<file path="src/rtl/mmt_pkg.sv">
package mmt_pkg;
  localparam int unsigned CTRL_EN   = 0;
  localparam int unsigned CTRL_CLR  = 1;
  localparam int unsigned CTRL_FLAG = 2;

  typedef enum logic [1:0] {
    REG_CMP  = 2'd0,
    REG_MASK = 2'd1,
    REG_CTRL = 2'd2,
    REG_CNT  = 2'd3
  } reg_sel_e;
endpackage

</file>
<file path="src/rtl/mmt_regfile.sv">
module mmt_regfile
  import mmt_pkg::*;
#(
  parameter int unsigned DATA_W = 32
) (
  input  logic              clk_i,
  input  logic              rst_ni,
  input  logic              sel_i,
  input  logic              wr_i,
  input  logic [1:0]        addr_i,
  input  logic [DATA_W-1:0] wdata_i,
  output logic [DATA_W-1:0] cmp_o,
  output logic [DATA_W-1:0] mask_o,
  output logic              en_o,
  output logic              clr_on_hit_o,
  output logic              cnt_wr_o,
  output logic              flag_clr_o
);
  logic wr_en;
  assign wr_en = sel_i & wr_i;

  always_ff @(posedge clk_i or negedge rst_ni) begin
    if (!rst_ni) begin
      cmp_o        <= '0;
      mask_o       <= '0;
      en_o         <= 1'b0;
      clr_on_hit_o <= 1'b0;
    end else if (wr_en) begin
      case (reg_sel_e'(addr_i))
        REG_CMP:  cmp_o  <= wdata_i;
        REG_MASK: mask_o <= wdata_i;
        REG_CTRL: begin
          en_o         <= wdata_i[CTRL_EN];
          clr_on_hit_o <= wdata_i[CTRL_CLR];
        end
        default: ;
      endcase
    end
  end

  assign cnt_wr_o   = wr_en && (reg_sel_e'(addr_i) == REG_CNT);
  assign flag_clr_o = wr_en && (reg_sel_e'(addr_i) == REG_CTRL) && wdata_i[CTRL_FLAG];
endmodule

</file>
<file path="src/rtl/mmt_matcher.sv">
module mmt_matcher #(
  parameter int unsigned DATA_W = 32
) (
  input  logic [DATA_W-1:0] cnt_i,
  input  logic [DATA_W-1:0] cmp_i,
  input  logic [DATA_W-1:0] mask_i,
  input  logic              en_i,
  input  logic              cnt_wr_i,
  output logic              hit_o
);
  logic [DATA_W-1:0] bit_ok;

  for (genvar b = 0; b < DATA_W; b++) begin : g_bit
    // unmasked bits always agree
    assign bit_ok[b] = ~mask_i[b] | ~(cnt_i[b] ^ cmp_i[b]);
  end

  assign hit_o = en_i & ~cnt_wr_i & (&bit_ok);
endmodule

</file>
<file path="src/rtl/mmt_counter.sv">
module mmt_counter #(
  parameter int unsigned DATA_W = 32
) (
  input  logic              clk_i,
  input  logic              rst_ni,
  input  logic              en_i,
  input  logic              clr_on_hit_i,
  input  logic              hit_i,
  input  logic              cnt_wr_i,
  input  logic [DATA_W-1:0] wdata_i,
  output logic [DATA_W-1:0] cnt_o
);
  localparam logic [DATA_W-1:0] ONE = DATA_W'(1);

  always_ff @(posedge clk_i or negedge rst_ni) begin
    if (!rst_ni)                  cnt_o <= '0;
    else if (cnt_wr_i)            cnt_o <= wdata_i;
    else if (en_i) begin
      if (clr_on_hit_i && hit_i)  cnt_o <= '0;
      else                        cnt_o <= cnt_o + ONE;
    end
  end
endmodule

</file>
<file path="src/rtl/mmt_flag.sv">
module mmt_flag (
  input  logic clk_i,
  input  logic rst_ni,
  input  logic hit_i,
  input  logic clr_i,
  output logic flag_o
);
  // hit outranks a same-edge clear
  always_ff @(posedge clk_i or negedge rst_ni) begin
    if (!rst_ni)     flag_o <= 1'b0;
    else if (hit_i)  flag_o <= 1'b1;
    else if (clr_i)  flag_o <= 1'b0;
  end
endmodule

</file>
<file path="src/rtl/masked_match_timer.sv">
module masked_match_timer
  import mmt_pkg::*;
#(
  parameter int unsigned DATA_W = 32
) (
  input  logic              clk_i,
  input  logic              rst_ni,
  input  logic              sel_i,
  input  logic              wr_i,
  input  logic [1:0]        addr_i,
  input  logic [DATA_W-1:0] wdata_i,
  output logic [DATA_W-1:0] rdata_o,
  output logic              irq_o
);
  logic [DATA_W-1:0] cmp, mask, cnt;
  logic en, clr_on_hit, cnt_wr, flag_clr, hit, flag;

  mmt_regfile #(.DATA_W(DATA_W)) u_regs (
    .clk_i, .rst_ni, .sel_i, .wr_i, .addr_i, .wdata_i,
    .cmp_o(cmp), .mask_o(mask), .en_o(en), .clr_on_hit_o(clr_on_hit),
    .cnt_wr_o(cnt_wr), .flag_clr_o(flag_clr)
  );

  mmt_matcher #(.DATA_W(DATA_W)) u_match (
    .cnt_i(cnt), .cmp_i(cmp), .mask_i(mask), .en_i(en),
    .cnt_wr_i(cnt_wr), .hit_o(hit)
  );

  mmt_counter #(.DATA_W(DATA_W)) u_cnt (
    .clk_i, .rst_ni, .en_i(en), .clr_on_hit_i(clr_on_hit), .hit_i(hit),
    .cnt_wr_i(cnt_wr), .wdata_i, .cnt_o(cnt)
  );

  mmt_flag u_flag (
    .clk_i, .rst_ni, .hit_i(hit), .clr_i(flag_clr), .flag_o(flag)
  );

  always_comb begin
    rdata_o = '0;
    case (reg_sel_e'(addr_i))
      REG_CMP:  rdata_o = cmp;
      REG_MASK: rdata_o = mask;
      REG_CTRL: begin
        rdata_o[CTRL_EN]   = en;
        rdata_o[CTRL_CLR]  = clr_on_hit;
        rdata_o[CTRL_FLAG] = flag;
      end
      REG_CNT:  rdata_o = cnt;
      default:  rdata_o = '0;
    endcase
  end

  assign irq_o = flag;
endmodule

</file>
<file path="config.mk">
export PLATFORM = sky130hd
export DESIGN_NAME = masked_match_timer
export DESIGN_NICKNAME = d
export VERILOG_FILES = /design/src/rtl/mmt_pkg.sv /design/src/rtl/mmt_regfile.sv /design/src/rtl/mmt_matcher.sv /design/src/rtl/mmt_counter.sv /design/src/rtl/mmt_flag.sv /design/src/rtl/masked_match_timer.sv
export SDC_FILE = /design/constraint.sdc
export NUM_CORES = 1
export LEC_CHECK = 0
export ABC_AREA = 1
export BUFFER_PORTS_ARGS = -buffer_cell sky130_fd_sc_hd__buf_4
export CORE_MARGIN = 2
export CORE_UTILIZATION = 59
export DETAILED_ROUTE_END_ITERATION = 8
export MAX_ROUTING_LAYER = met4
export PLACE_DENSITY = 0.83
export SETUP_SLACK_MARGIN = 0.05
export SYNTH_ARGS = -nofsm -noshare
export SYNTH_HDL_FRONTEND = slang
export SYNTH_SLANG_ARGS = --single-unit
</file>
<file path="constraint.sdc">
create_clock -name clk_i -period 1.7 [get_ports clk_i]
set_input_delay 0.17 -clock clk_i [delete_from_list [all_inputs] [get_ports clk_i]]
set_output_delay 0.17 -clock clk_i [all_outputs]
set_load 0.05 [all_outputs]
</file>
==> results of run 1 <==
-- flip-flops by register name (all words and copies together) (netlist names) --
name and cells:
u_regs.en_o 1, u_cnt.cnt_o 32, u_regs.mask_o 32, u_regs.clr_on_hit_o 1, u_flag.flag_o 1, u_regs.cmp_o 32
-- metal layers --
metal	vias up	routed length, µm
li1	3165	-
met1	3021	7399
met2	263	8658
met3	59	1134
met4	0	621
met5	-	0
-- power groups by stage --
stage                     Combinational [W]  Sequential [W]  Clock [W]
after floorplan                     0.00293         0.00362          0
after global placement              0.00443         0.00374          0
after detailed placement            0.00452         0.00376          0
after CTS                           0.00478         0.00369    0.00151
after global routing                0.00581         0.00380    0.00162
final                               0.00532         0.00371    0.00151
-- final cells by class --
class                           instances  area (µm²)  area share [%]
Clock buffer                           12       145.1           1.864
Multi-Input combinational cell        633        3191           40.97
Tap cell                              136       170.2           2.185
Inverter                              146       548.0           7.037
Clock inverter                          2       37.54          0.4820
Timing Repair Buffer                  153        1212           15.57
Sequential cell                        99        2484           31.89
-- what timing repair did --
item | in CTS | in global routing
hold endpoints to repair | 33 | 0
pin swaps | 2 | 2
hold buffers | 1 | 0
cloned | 0 | 2
resized for setup | 19 | 45
setup endpoints to repair | 39 | 46
buffers inserted | 7 | 15
-- worst max-delay path, cell delays in order (launching register included) --
cell and delay (ns):
dfrtp_2 0.41, buf_4 0.12, nand2_1 0.05, nand3_1 0.09
nand2_1 0.07, nor2_1 0.15, nand2_2 0.09, nor2_4 0.15
nand4_4 0.17, buf_12 0.20, nand2_1 0.09, nand2_1 0.06
-- layout by cell type, fill, tap and decap left out, types with 11 or more instances in the layout --
cell	n
o221ai_1	17
o21ai_0	69
xor2_1	14
buf_4	144
dfrtp_1	94
nor2_1	65
nand3_1	35
nand4_1	11
inv_1	131
o22ai_1	33
nand2_1	305
nand2_2	13
inv_2	15
nor2_2	13
-- metrics by stage --
step,TNS (ns),std cells,power [W]
after global routing,-3.732,1181,0.01123
final,-0.4575,1181,0.01054
after detailed placement,-0.3952,1142,0.008277
after global placement,-0.1222,1142,0.008170
after CTS,0,1164,0.009979
after floorplan,-1.387,910,0.006554
-- worst max path at each step --
stage	from	endpoint	slack, ns	cells past startpoint
after CTS	u_cnt.cnt_o[0]	u_cnt.cnt_o[24]	0.03	12
final	u_cnt.cnt_o[0]	u_cnt.cnt_o[3]	-0.07	11
after floorplan	addr_i[1]	rdata_o[10]	-0.08	4
after detailed placement	u_cnt.cnt_o[0]	u_cnt.cnt_o[30]	-0.11	9
after global routing	u_cnt.cnt_o[0]	u_cnt.cnt_o[3]	-0.15	11
after global placement	u_cnt.cnt_o[13]	u_cnt.cnt_o[14]	-0.05	9
-- logic make-up after synthesis --
group,after synthesis
xor+xnor,14
simple gates,477
fa+ha+maj,1
flops,99
compound gates,141
buf+inv,178
==> flow_metrics.env, run 1 <==
export IMPL_place_ws_ns=-0.1093
export IMPL_gr_usage_met1_pct=41.65
export IMPL_fin_crit_sh_pct=103.9
export IMPL_ys_flop_type="dfrtp_1"
export IMPL_place_area_um2=7183
export IMPL_switching_share_pct=44.13
export IMPL_layout_drive_gt1_share_pct=23.35
export IMPL_fin_nets=1081
export IMPL_die_h_um=106.2
export IMPL_wl_per_cell_um=15.08
export IMPL_drc=0
export IMPL_power_share_clock_pct=14.3
export IMPL_clock_latency_ns=0.38
export IMPL_p_leak_nw=3.898
export IMPL_grt_max_degree=42
export IMPL_avgSynthCellArea_um2=6.773
export IMPL_root_buffer="clkbuf_8"
export IMPL_endpoint_kind="flop"
export IMPL_synth_area_um2=6163
export IMPL_grt_setup_unrepaired="true"
export IMPL_numCtsBuffers=9
export IMPL_synth_area_top_cells="dfrtp_1, nand2_1, inv_1"
export IMPL_r2r_end="u_cnt.cnt_o[3]"
export IMPL_p_sw_w=0.004653
export IMPL_grt_pass1_vias=5975
export IMPL_reg2reg_slack_ns=-0.07
export IMPL_timing_fmax_ghz=0.5661
export IMPL_yosysWarningCount=0
export IMPL_met2_usage_pct=53.34
export IMPL_layout_setup_ws_ns=-0.06633
export IMPL_grt_busiest_layer="met2"
export IMPL_status="complete, but fails checks"
export IMPL_core_um2=10230
export IMPL_whs_path_depth=3
export IMPL_hp_class="in2reg"
export IMPL_fin_worst_skew_ns=0.007056
export IMPL_hold_end="u_regs.cmp_o[26]"
export IMPL_p_per_area_nw_per_um2=1354
export IMPL_synth_area_leader_cell="dfrtp_1"
export IMPL_ys_types=31
export IMPL_htree_levels=3
export IMPL_grt_pass1_wl_um=28450
export IMPL_setup_viol_count_final=24
export IMPL_stdcell_area_um2=7787
export IMPL_yosys_register_bits=99
export IMPL_drtPass1Iterations=5
export IMPL_die_area_um2=11280
export IMPL_rr_startpoint="u_cnt.cnt_o[0]"
export IMPL_synth_edf_count=0
export IMPL_synth_mux_area_share_pct=0
export IMPL_drv_cap=0
export IMPL_slew_viol_final=0
export IMPL_async_reset_ff_share_pct=100.0
export IMPL_postLayoutCoreUtil_pct=76.12
export IMPL_ioPinCount=71
export IMPL_crit_arrival_ns=2.04
export IMPL_grt_usage_pct=32.80
export IMPL_syn_nets=949
export IMPL_drt_iter0_markers=481
export IMPL_synthAdderAreaFrac_pct=0.2030
export IMPL_required_ns=1.97
export IMPL_fin_crit_ns=1.766
export IMPL_p_int_w=0.005891
export IMPL_synth_common_cells="nand2_1, inv_1, dfrtp_1"
export IMPL_start_util_pct=60.24
export IMPL_synth_simple_area_share_pct=32.46
export IMPL_reg2regPathDepth=11
export IMPL_path_class="reg2reg"
export IMPL_synth_yosys_seq_area_share_pct=40.19
export IMPL_postRouteAntennaNets=0
export IMPL_tightestPinTransition_ns=0.6953
export IMPL_diodes=0
export IMPL_hold_worst_slack_ns=0.08640
export IMPL_fillers=793
export IMPL_use_met3_pct=5.150
export IMPL_synth_top_family_by_area="simple AND/OR/NAND/NOR gates"
export IMPL_ir_worst_vdd_mv=0.8244
export IMPL_critical_path_startpoint_type="flop"
export IMPL_clock_sinks=99
export IMPL_dp_hpwl_um=12300
export IMPL_slew_headroom_pct=53.65
export IMPL_rows=37
export IMPL_drt_total_wl_um=17810
export IMPL_gp_congestion=0.9797
export IMPL_synth_xor_area_share_pct=1.989
export IMPL_grt_ovfl_total=0
export IMPL_yosysMostFrequentCell="nand2_1"
export IMPL_clk_pin_slew_ns=0.09
export IMPL_pwr_share_comb_pct=50.5
export IMPL_clk_path_buf_depth=2
export IMPL_cts_tree="yes"
export IMPL_vias=6508
export IMPL_grt_antenna_before_repair=0
export IMPL_hold_violations=0
export IMPL_crit_fanout=16
export IMPL_worstHoldStart="wdata_i[26]"
export IMPL_via_per_inst=5.511
export IMPL_synthToLayoutAreaGrowth_pct=26.35
export IMPL_synth_compound_area_share_pct=13.93
export IMPL_synth_top_area_share_pct=40.19
export IMPL_violations="negative setup slack"
export IMPL_die_width_um=106.2
export IMPL_power_frac_seq_pct=35.2
export IMPL_synthCells=910
export IMPL_io_buffer_count=70
(Power assumes the default switching activity.)
==> run 2: changes to the inputs <==
--- a/config.mk
+++ b/config.mk
@@ -5,14 +5,14 @@
 export SDC_FILE = /design/constraint.sdc
 export NUM_CORES = 1
 export LEC_CHECK = 0
-export ABC_AREA = 1
 export BUFFER_PORTS_ARGS = -buffer_cell sky130_fd_sc_hd__buf_4
 export CORE_MARGIN = 2
 export CORE_UTILIZATION = 59
 export DETAILED_ROUTE_END_ITERATION = 8
 export MAX_ROUTING_LAYER = met4
-export PLACE_DENSITY = 0.83
+export PLACE_DENSITY = 0.84
 export SETUP_SLACK_MARGIN = 0.05
 export SYNTH_ARGS = -nofsm -noshare
 export SYNTH_HDL_FRONTEND = slang
+export SYNTH_HIERARCHICAL = 1
 export SYNTH_SLANG_ARGS = --single-unit
==> run 2 against run 1 <==
Effect of this change:
- the run still ends with negative setup slack left
- critical path depth is 1 higher
- clock-buffer cell count increased by 2
- worst hold slack worse by 0.069 ns
- clock power increased by 7%
- clock skew grew 0.012 ns
- non-clock buffer count is 75 higher
- critical path type unchanged
- critical endpoint is now u_cnt/cnt_o[3]
==> flow_metrics.env, run 2 <==
export IMPL_status="complete, but fails checks"
export IMPL_violations="negative setup slack"
export IMPL_p_per_area_nw_per_um2=1210
export IMPL_syn_nets=543
export IMPL_vias=5385
export IMPL_yosysWarningCount=6
export IMPL_p_leak_nw=3.757
export IMPL_multi_input_area_um2=3338
export IMPL_die_h_um=104.1
export IMPL_drc=0
export IMPL_die_area_um2=10830
export IMPL_drt_total_wl_um=19400
export IMPL_synthToLayoutAreaGrowth_pct=37.57
export IMPL_diodes=0
export IMPL_slew_viol_final=0
export IMPL_crit_family="compound AO/OA/AOI/OAI gates"
export IMPL_layout_setup_ws_ns=-0.9195
export IMPL_clk_pin_slew_ns=0.10
export IMPL_cp_depth=12
export IMPL_dp_hpwl_um=13190
export IMPL_slew_headroom_pct=61.66
export IMPL_hold_violations=0
export IMPL_whs_path_depth=3
export IMPL_yosysMostFrequentCell="dfrtp_1"
export IMPL_crit_arrival_ns=2.88
export IMPL_fillers=577
export IMPL_clock_sinks=99
export IMPL_start_util_pct=60.73
export IMPL_rr_startpoint="u_cnt/cnt_o[28]"
export IMPL_required_ns=1.96
export IMPL_synth_top_area_share_pct=41.93
export IMPL_ir_worst_vdd_mv=1.030
export IMPL_crit_path_end="u_cnt/cnt_o[3]"
export IMPL_p_total_w=0.009832
export IMPL_reg2reg_slack_ns=-0.92
export IMPL_regArea_um2=2479
export IMPL_grt_ovfl_total=0
export IMPL_slowest_stage="dfrtp_1"
export IMPL_rows=36
export IMPL_ioPinCount=71
export IMPL_path_class="reg2reg"
export IMPL_synth_area_top_cells="dfrtp_1, mux2_4, mux2_2"
export IMPL_yosys_register_bits=99
export IMPL_gp_congestion=1.018
export IMPL_tns_ns=-27.10
export IMPL_drv_cap=0
export IMPL_die_width_um=104.1
export IMPL_drtPass1Iterations=6
export IMPL_synth_area_leader_cell="dfrtp_1"
export IMPL_drt_iter0_markers=393
export IMPL_fin_nets=753
export IMPL_synth_common_cells="dfrtp_1, xor2_1, mux2_2"
export IMPL_ys_flop_type="dfrtp_1"
export IMPL_grt_pass1_vias=5684
export IMPL_path_buf_inv=3
export IMPL_endpoint_kind="flop"
export IMPL_timing_fmax_ghz=0.3818
export IMPL_wl_per_cell_um=22.77
export IMPL_htree_levels=3
export IMPL_synth_yosys_seq_area_share_pct=41.93
export IMPL_crit_chain="xor2_1 > a22o_1 > a221oi_2 > nand4b_1 > nor3_2 > buf_4 > and2_4 > buf_8 > buf_6 > o21ai_2 > a22oi_1 > o21ai_1"
export IMPL_reg2regPathDepth=12
export IMPL_grt_antenna_before_repair=0
export IMPL_hp_class="in2reg"
export IMPL_root_buffer="clkbuf_8"
export IMPL_postRouteAntennaNets=0
export IMPL_clock_latency_ns=0.39
export IMPL_worst_path_largest_cell_delay_ns=0.43
export IMPL_fin_crit_sh_pct=154.1
export IMPL_r2r_end="u_cnt/cnt_o[3]"
export IMPL_fin_crit_ns=2.619
export IMPL_grt_usage_pct=37.44
export IMPL_grt_pass1_wl_um=30770
export IMPL_final_cell_mix="buf_4, dfrtp_1, xor2_1"
export IMPL_synthCells=504
export IMPL_crit_fanout=6
export IMPL_synth_area_um2=5908
export IMPL_fin_worst_skew_ns=0.01916
export IMPL_synth_edf_count=0
export IMPL_cts_tree="yes"
export IMPL_io_buffer_count=70
export IMPL_ys_types=59
export IMPL_avgSynthCellArea_um2=11.72
export IMPL_setup_viol_count_final=36
export IMPL_async_reset_ff_share_pct=100.0
export IMPL_grt_setup_unrepaired="true"
export IMPL_top_regs="u_cnt/cnt_o (32), u_regs/cmp_o (32), u_regs/mask_o (32)"
export IMPL_hold_worst_slack_ns=0.01731
export IMPL_core_um2=9729
export IMPL_via_per_inst=6.320
export IMPL_tightestPinTransition_ns=0.5698
export IMPL_layout_drive_gt1_share_pct=49.51
export IMPL_critPathLaunch="u_cnt/cnt_o[28]"
export IMPL_clk_path_buf_depth=2
export IMPL_final_common_cell="buf_4"
export IMPL_critical_path_startpoint_type="flop"
export IMPL_grt_max_degree=47
export IMPL_numCtsBuffers=9
==> run 2: through the flow <==
step	cells	setup WS, ns	util (%)	instance area [µm²]
5_1_grt	852	-0.9905	83.54	8128
3_3_place_gp	823	-0.6975	78.29	7617
2_1_floorplan	504	-0.5040	-	5977
4_1_cts	851	-0.7776	82.69	8045
3_5_place_dp	823	-0.7402	78.29	7617
6_report	852	-0.9195	83.54	8128
==> run 2: layer usage <==
metal / routed length (µm) / track usage, %
met5: 0 / -
met4: 652 / 13.22
met3: 1253 / 7.581
met2: 9706 / 61.18
met1: 7790 / 46.55
==> run 2: worst min-delay path by stage <==
stage	end	startpoint
finish	u_cnt/cnt_o[29]	wdata_i[29]
global route	u_regs/cmp_o[13]	wdata_i[13]
CTS	u_cnt/cnt_o[4]	wdata_i[4]
detailed placement	u_regs/cmp_o[8]	rst_ni
global placement	u_regs/cmp_o[8]	rst_ni
floorplan	u_cnt/cnt_o[0]	rst_ni
==> run 2: worst reg2reg max path, cell delays in order, from the launching register on <==
cell and delay, ns:
dfrtp_1 0.43, xor2_1 0.17, a22o_1 0.29, a221oi_2 0.22, nand4b_1 0.18, nor3_2 0.28
buf_4 0.18, and2_4 0.15, buf_8 0.13, buf_6 0.12, o21ai_2 0.05, a22oi_1 0.20
o21ai_1 0.09
==> run 2: final cells by class <==
cell class	instances	share of cell area, %
clock inverters	2	0.4310
flip-flops and latches	99	30.50
repair buffers	228	23.68
clock buffers	14	2.001
multi-input cells	370	41.07
well taps	133	2.047
inverters	6	0.2771
==> run 2: timing repair <==
action                                  in CTS  in global routing
buffers inserted                            12                  5
endpoints found under the setup margin      65                 52
hold buffers                                 1                  0
resized for setup                           35                 22
pin swaps                                   14                 19
endpoints found under the hold margin       82                  0
==> run 2: kinds of logic after synthesis <==
group                    Yosys count  synth area share (%)
multiplexers                     101                 21.05
flip-flops                        99                 41.93
buffers and inverters             35                 4.066
AND/OR/NAND/NOR                  118                 11.84
XOR/XNOR                          46                 6.819
AO/OA/AOI/OAI                    104                 14.08
adder cells (fa/ha/maj)            1                0.2117
==> run 2: power by group <==
group | switching (W) | leakage, nW | internal [W] | total (W)
logic | 0.00251 | 2.47 | 0.00233 | 0.00485
registers | 0.000456 | 1.19 | 0.00292 | 0.00338
clock network | 0.000848 | 0.101 | 0.000763 | 0.00161
total | 0.00382 | 3.76 | 0.00601 | 0.00983
==> run 3: changes to the inputs <==
--- a/config.mk
+++ b/config.mk
@@ -5,12 +5,13 @@
 export SDC_FILE = /design/constraint.sdc
 export NUM_CORES = 1
 export LEC_CHECK = 0
+export ABC_CLOCK_PERIOD_IN_PS = 2400
 export BUFFER_PORTS_ARGS = -buffer_cell sky130_fd_sc_hd__buf_4
 export CORE_MARGIN = 2
-export CORE_UTILIZATION = 59
+export CORE_UTILIZATION = 53
 export DETAILED_ROUTE_END_ITERATION = 8
 export MAX_ROUTING_LAYER = met4
-export PLACE_DENSITY = 0.84
+export PLACE_DENSITY = 0.8
 export SETUP_SLACK_MARGIN = 0.05
 export SYNTH_ARGS = -nofsm -noshare
 export SYNTH_HDL_FRONTEND = slang
==> constraint.sdc (replaced) <==
create_clock -name clk_i -period 2.4 [get_ports clk_i]
set_input_delay 0.24 -clock clk_i [delete_from_list [all_inputs] [get_ports clk_i]]
set_output_delay 0.24 -clock clk_i [all_outputs]
set_load 0.05 [all_outputs]
==> run 3 against run 2 <==
Effect of this change:
- the flow still finishes with violations (negative setup slack)
- first-iteration DRC count up 13%
- worst hold slack gained 0.064 ns
- non-clock buffer count is 79 lower
- clock-buffer cell count shrank 5
- total power fell by 34%
- via count fell by 9.7%
- core utilization fell by 15 points
- flip-flop and latch count stayed put
==> flow_metrics.env, run 3 (synthesis results as in run 2) <==
export IMPL_critPathLaunch="u_cnt/cnt_o[17]"
export IMPL_path_class="reg2reg"
export IMPL_p_sw_w=0.002484
export IMPL_tightestPinTransition_ns=0.8313
export IMPL_drt_iter0_markers=443
export IMPL_place_inst=759
export IMPL_die_width_um=109.6
export IMPL_clk_path_buf_depth=2
export IMPL_cts_tree="yes"
export IMPL_slew_headroom_pct=44.58
export IMPL_final_cell_mix="buf_4, dfrtp_1, xor2_1"
export IMPL_layoutNonFillerInstCount=780
export IMPL_start_util_pct=54.50
export IMPL_grt_pass1_wl_um=26800
export IMPL_ir_worst_vdd_mv=0.6017
export IMPL_drc=0
export IMPL_die_h_um=109.6
export IMPL_required_ns=2.66
export IMPL_endpoint_kind="flop"
export IMPL_slew_viol_final=0
export IMPL_status="complete, but fails checks"
export IMPL_hp_class="in2reg"
export IMPL_switching_share_pct=38.09
export IMPL_power_share_clock_pct=19.8
export IMPL_crit_path_end="u_cnt/cnt_o[3]"
export IMPL_io_buffer_count=70
export IMPL_clock_sinks=99
export IMPL_grt_max_degree=63
export IMPL_clock_latency_ns=0.39
export IMPL_grt_setup_unrepaired="true"
export IMPL_rr_startpoint="u_cnt/cnt_o[17]"
export IMPL_drtPass1Iterations=4
export IMPL_p_total_w=0.006521
export IMPL_tns_ns=-0.7154
export IMPL_fin_worst_skew_ns=0.009205
export IMPL_reg2reg_slack_ns=-0.11
export IMPL_drv_cap=0
export IMPL_wl_per_cell_um=21.62
export IMPL_via_per_inst=6.236
export IMPL_p_per_area_nw_per_um2=878.9
export IMPL_root_buffer="clkbuf_8"
export IMPL_fin_nets=674
export IMPL_fin_crit_sh_pct=104.4
export IMPL_p_int_w=0.004037
export IMPL_power_frac_seq_pct=37.1
export IMPL_reg2regPathDepth=11
export IMPL_dp_hpwl_um=11790
export IMPL_pwr_share_comb_pct=43.1
export IMPL_crit_arrival_ns=2.77
export IMPL_htree_levels=3
export IMPL_r2r_end="u_cnt/cnt_o[3]"
export IMPL_clk_pin_slew_ns=0.10
export IMPL_top_regs="u_cnt/cnt_o (32), u_regs/cmp_o (32), u_regs/mask_o (32)"
export IMPL_final_common_cell="buf_4"
export IMPL_postRouteAntennaNets=0
export IMPL_hold_violations=0
export IMPL_rows=38
export IMPL_numCtsBuffers=9
export IMPL_ioPinCount=71
export IMPL_grt_ovfl_total=0
export IMPL_violations="negative setup slack"
export IMPL_fin_crit_ns=2.506
export IMPL_layout_drive_gt1_share_pct=42.66
export IMPL_core_um2=10840
export IMPL_timing_fmax_ghz=0.3991
export IMPL_vias=4864
export IMPL_drt_total_wl_um=16870
export IMPL_grt_usage_pct=30.58
export IMPL_gp_congestion=0.9503
export IMPL_die_area_um2=12010
export IMPL_place_ws_ns=-0.1713
export IMPL_grt_antenna_before_repair=0
export IMPL_crit_fanout=4
export IMPL_synthToLayoutAreaGrowth_pct=25.58
export IMPL_diodes=0
export IMPL_setup_viol_count_final=21
export IMPL_p_leak_nw=3.333
export IMPL_layout_setup_ws_ns=-0.1058
export IMPL_grt_pass1_vias=5105
export IMPL_critical_path_startpoint_type="flop"
-- run 3: worst min-delay path by stage --
stage,to,startpoint,depth (start not counted),slack (ns)
2_1_floorplan,u_cnt/cnt_o[0],rst_ni,0,-0.06
3_3_place_gp,u_regs/cmp_o[8],rst_ni,1,0.37
3_5_place_dp,u_regs/cmp_o[8],rst_ni,1,0.38
4_1_cts,u_cnt/cnt_o[6],wdata_i[6],3,0.07
5_1_grt,u_cnt/cnt_o[4],wdata_i[4],3,0.06
6_report,u_cnt/cnt_o[4],wdata_i[4],3,0.08
-- run 3: critical path: stages (launching register included) --
cell and delay [ns]:
dfrtp_1 0.42, xor2_1 0.18, a22o_1 0.24, a221oi_2 0.28
nand4_1 0.15, nor3_2 0.27, and2_4 0.23, buf_6 0.11
buf_6 0.11, o21ai_2 0.06, a22oi_2 0.21, o21ai_1 0.10
-- run 3: power groups by stage --
stage	sequential, W	combinational (W)	clock, W
after global routing	0.00247	0.00299	0.00139
after floorplan	0.00249	0.00162	0
final	0.00242	0.00281	0.00129
after global placement	0.00241	0.00262	0
after detailed placement	0.00244	0.00268	0
after CTS	0.00242	0.00275	0.00132
-- run 3: routing by layer --
metal / share of wire (%) / vias up / GRT usage, %
met1: 42 / 2443 / 37.47
met2: 48 / 204 / 49.16
met5: 0 / - / -
met3: 6.2 / 44 / 6.283
met4: 3.3 / 0 / 13.20
li1: - / 2173 / -
-- run 3: cell type report --
class,instances,area [µm²]
inverter,6,22.52
clock buffer,9,123.9
tap,140,175.2
sequential,99,2477
clock inverter,7,116.4
timing repair buffer,149,1184
multi-input combinational,370,3321
fill,797,3421
-- run 3: stage by stage --
stage | util [%] | cell area [µm²] | hold WS, ns
final | 68.44 | 7420 | 0.08161
after global routing | 68.44 | 7420 | 0.05981
after CTS | 67.53 | 7321 | 0.06834
after detailed placement | 64.39 | 6980 | 0.3845
after global placement | 64.39 | 6980 | 0.3731
after floorplan | - | 5912 | -0.05559
-- run 3: timing repair --
item	CTS	global route
setup endpoints to repair	27	29
setup buffers	3	2
hold buffers	1	0
hold endpoints to repair	59	0
gates resized for setup	21	24
gates cloned	0	0
pin swaps	17	13
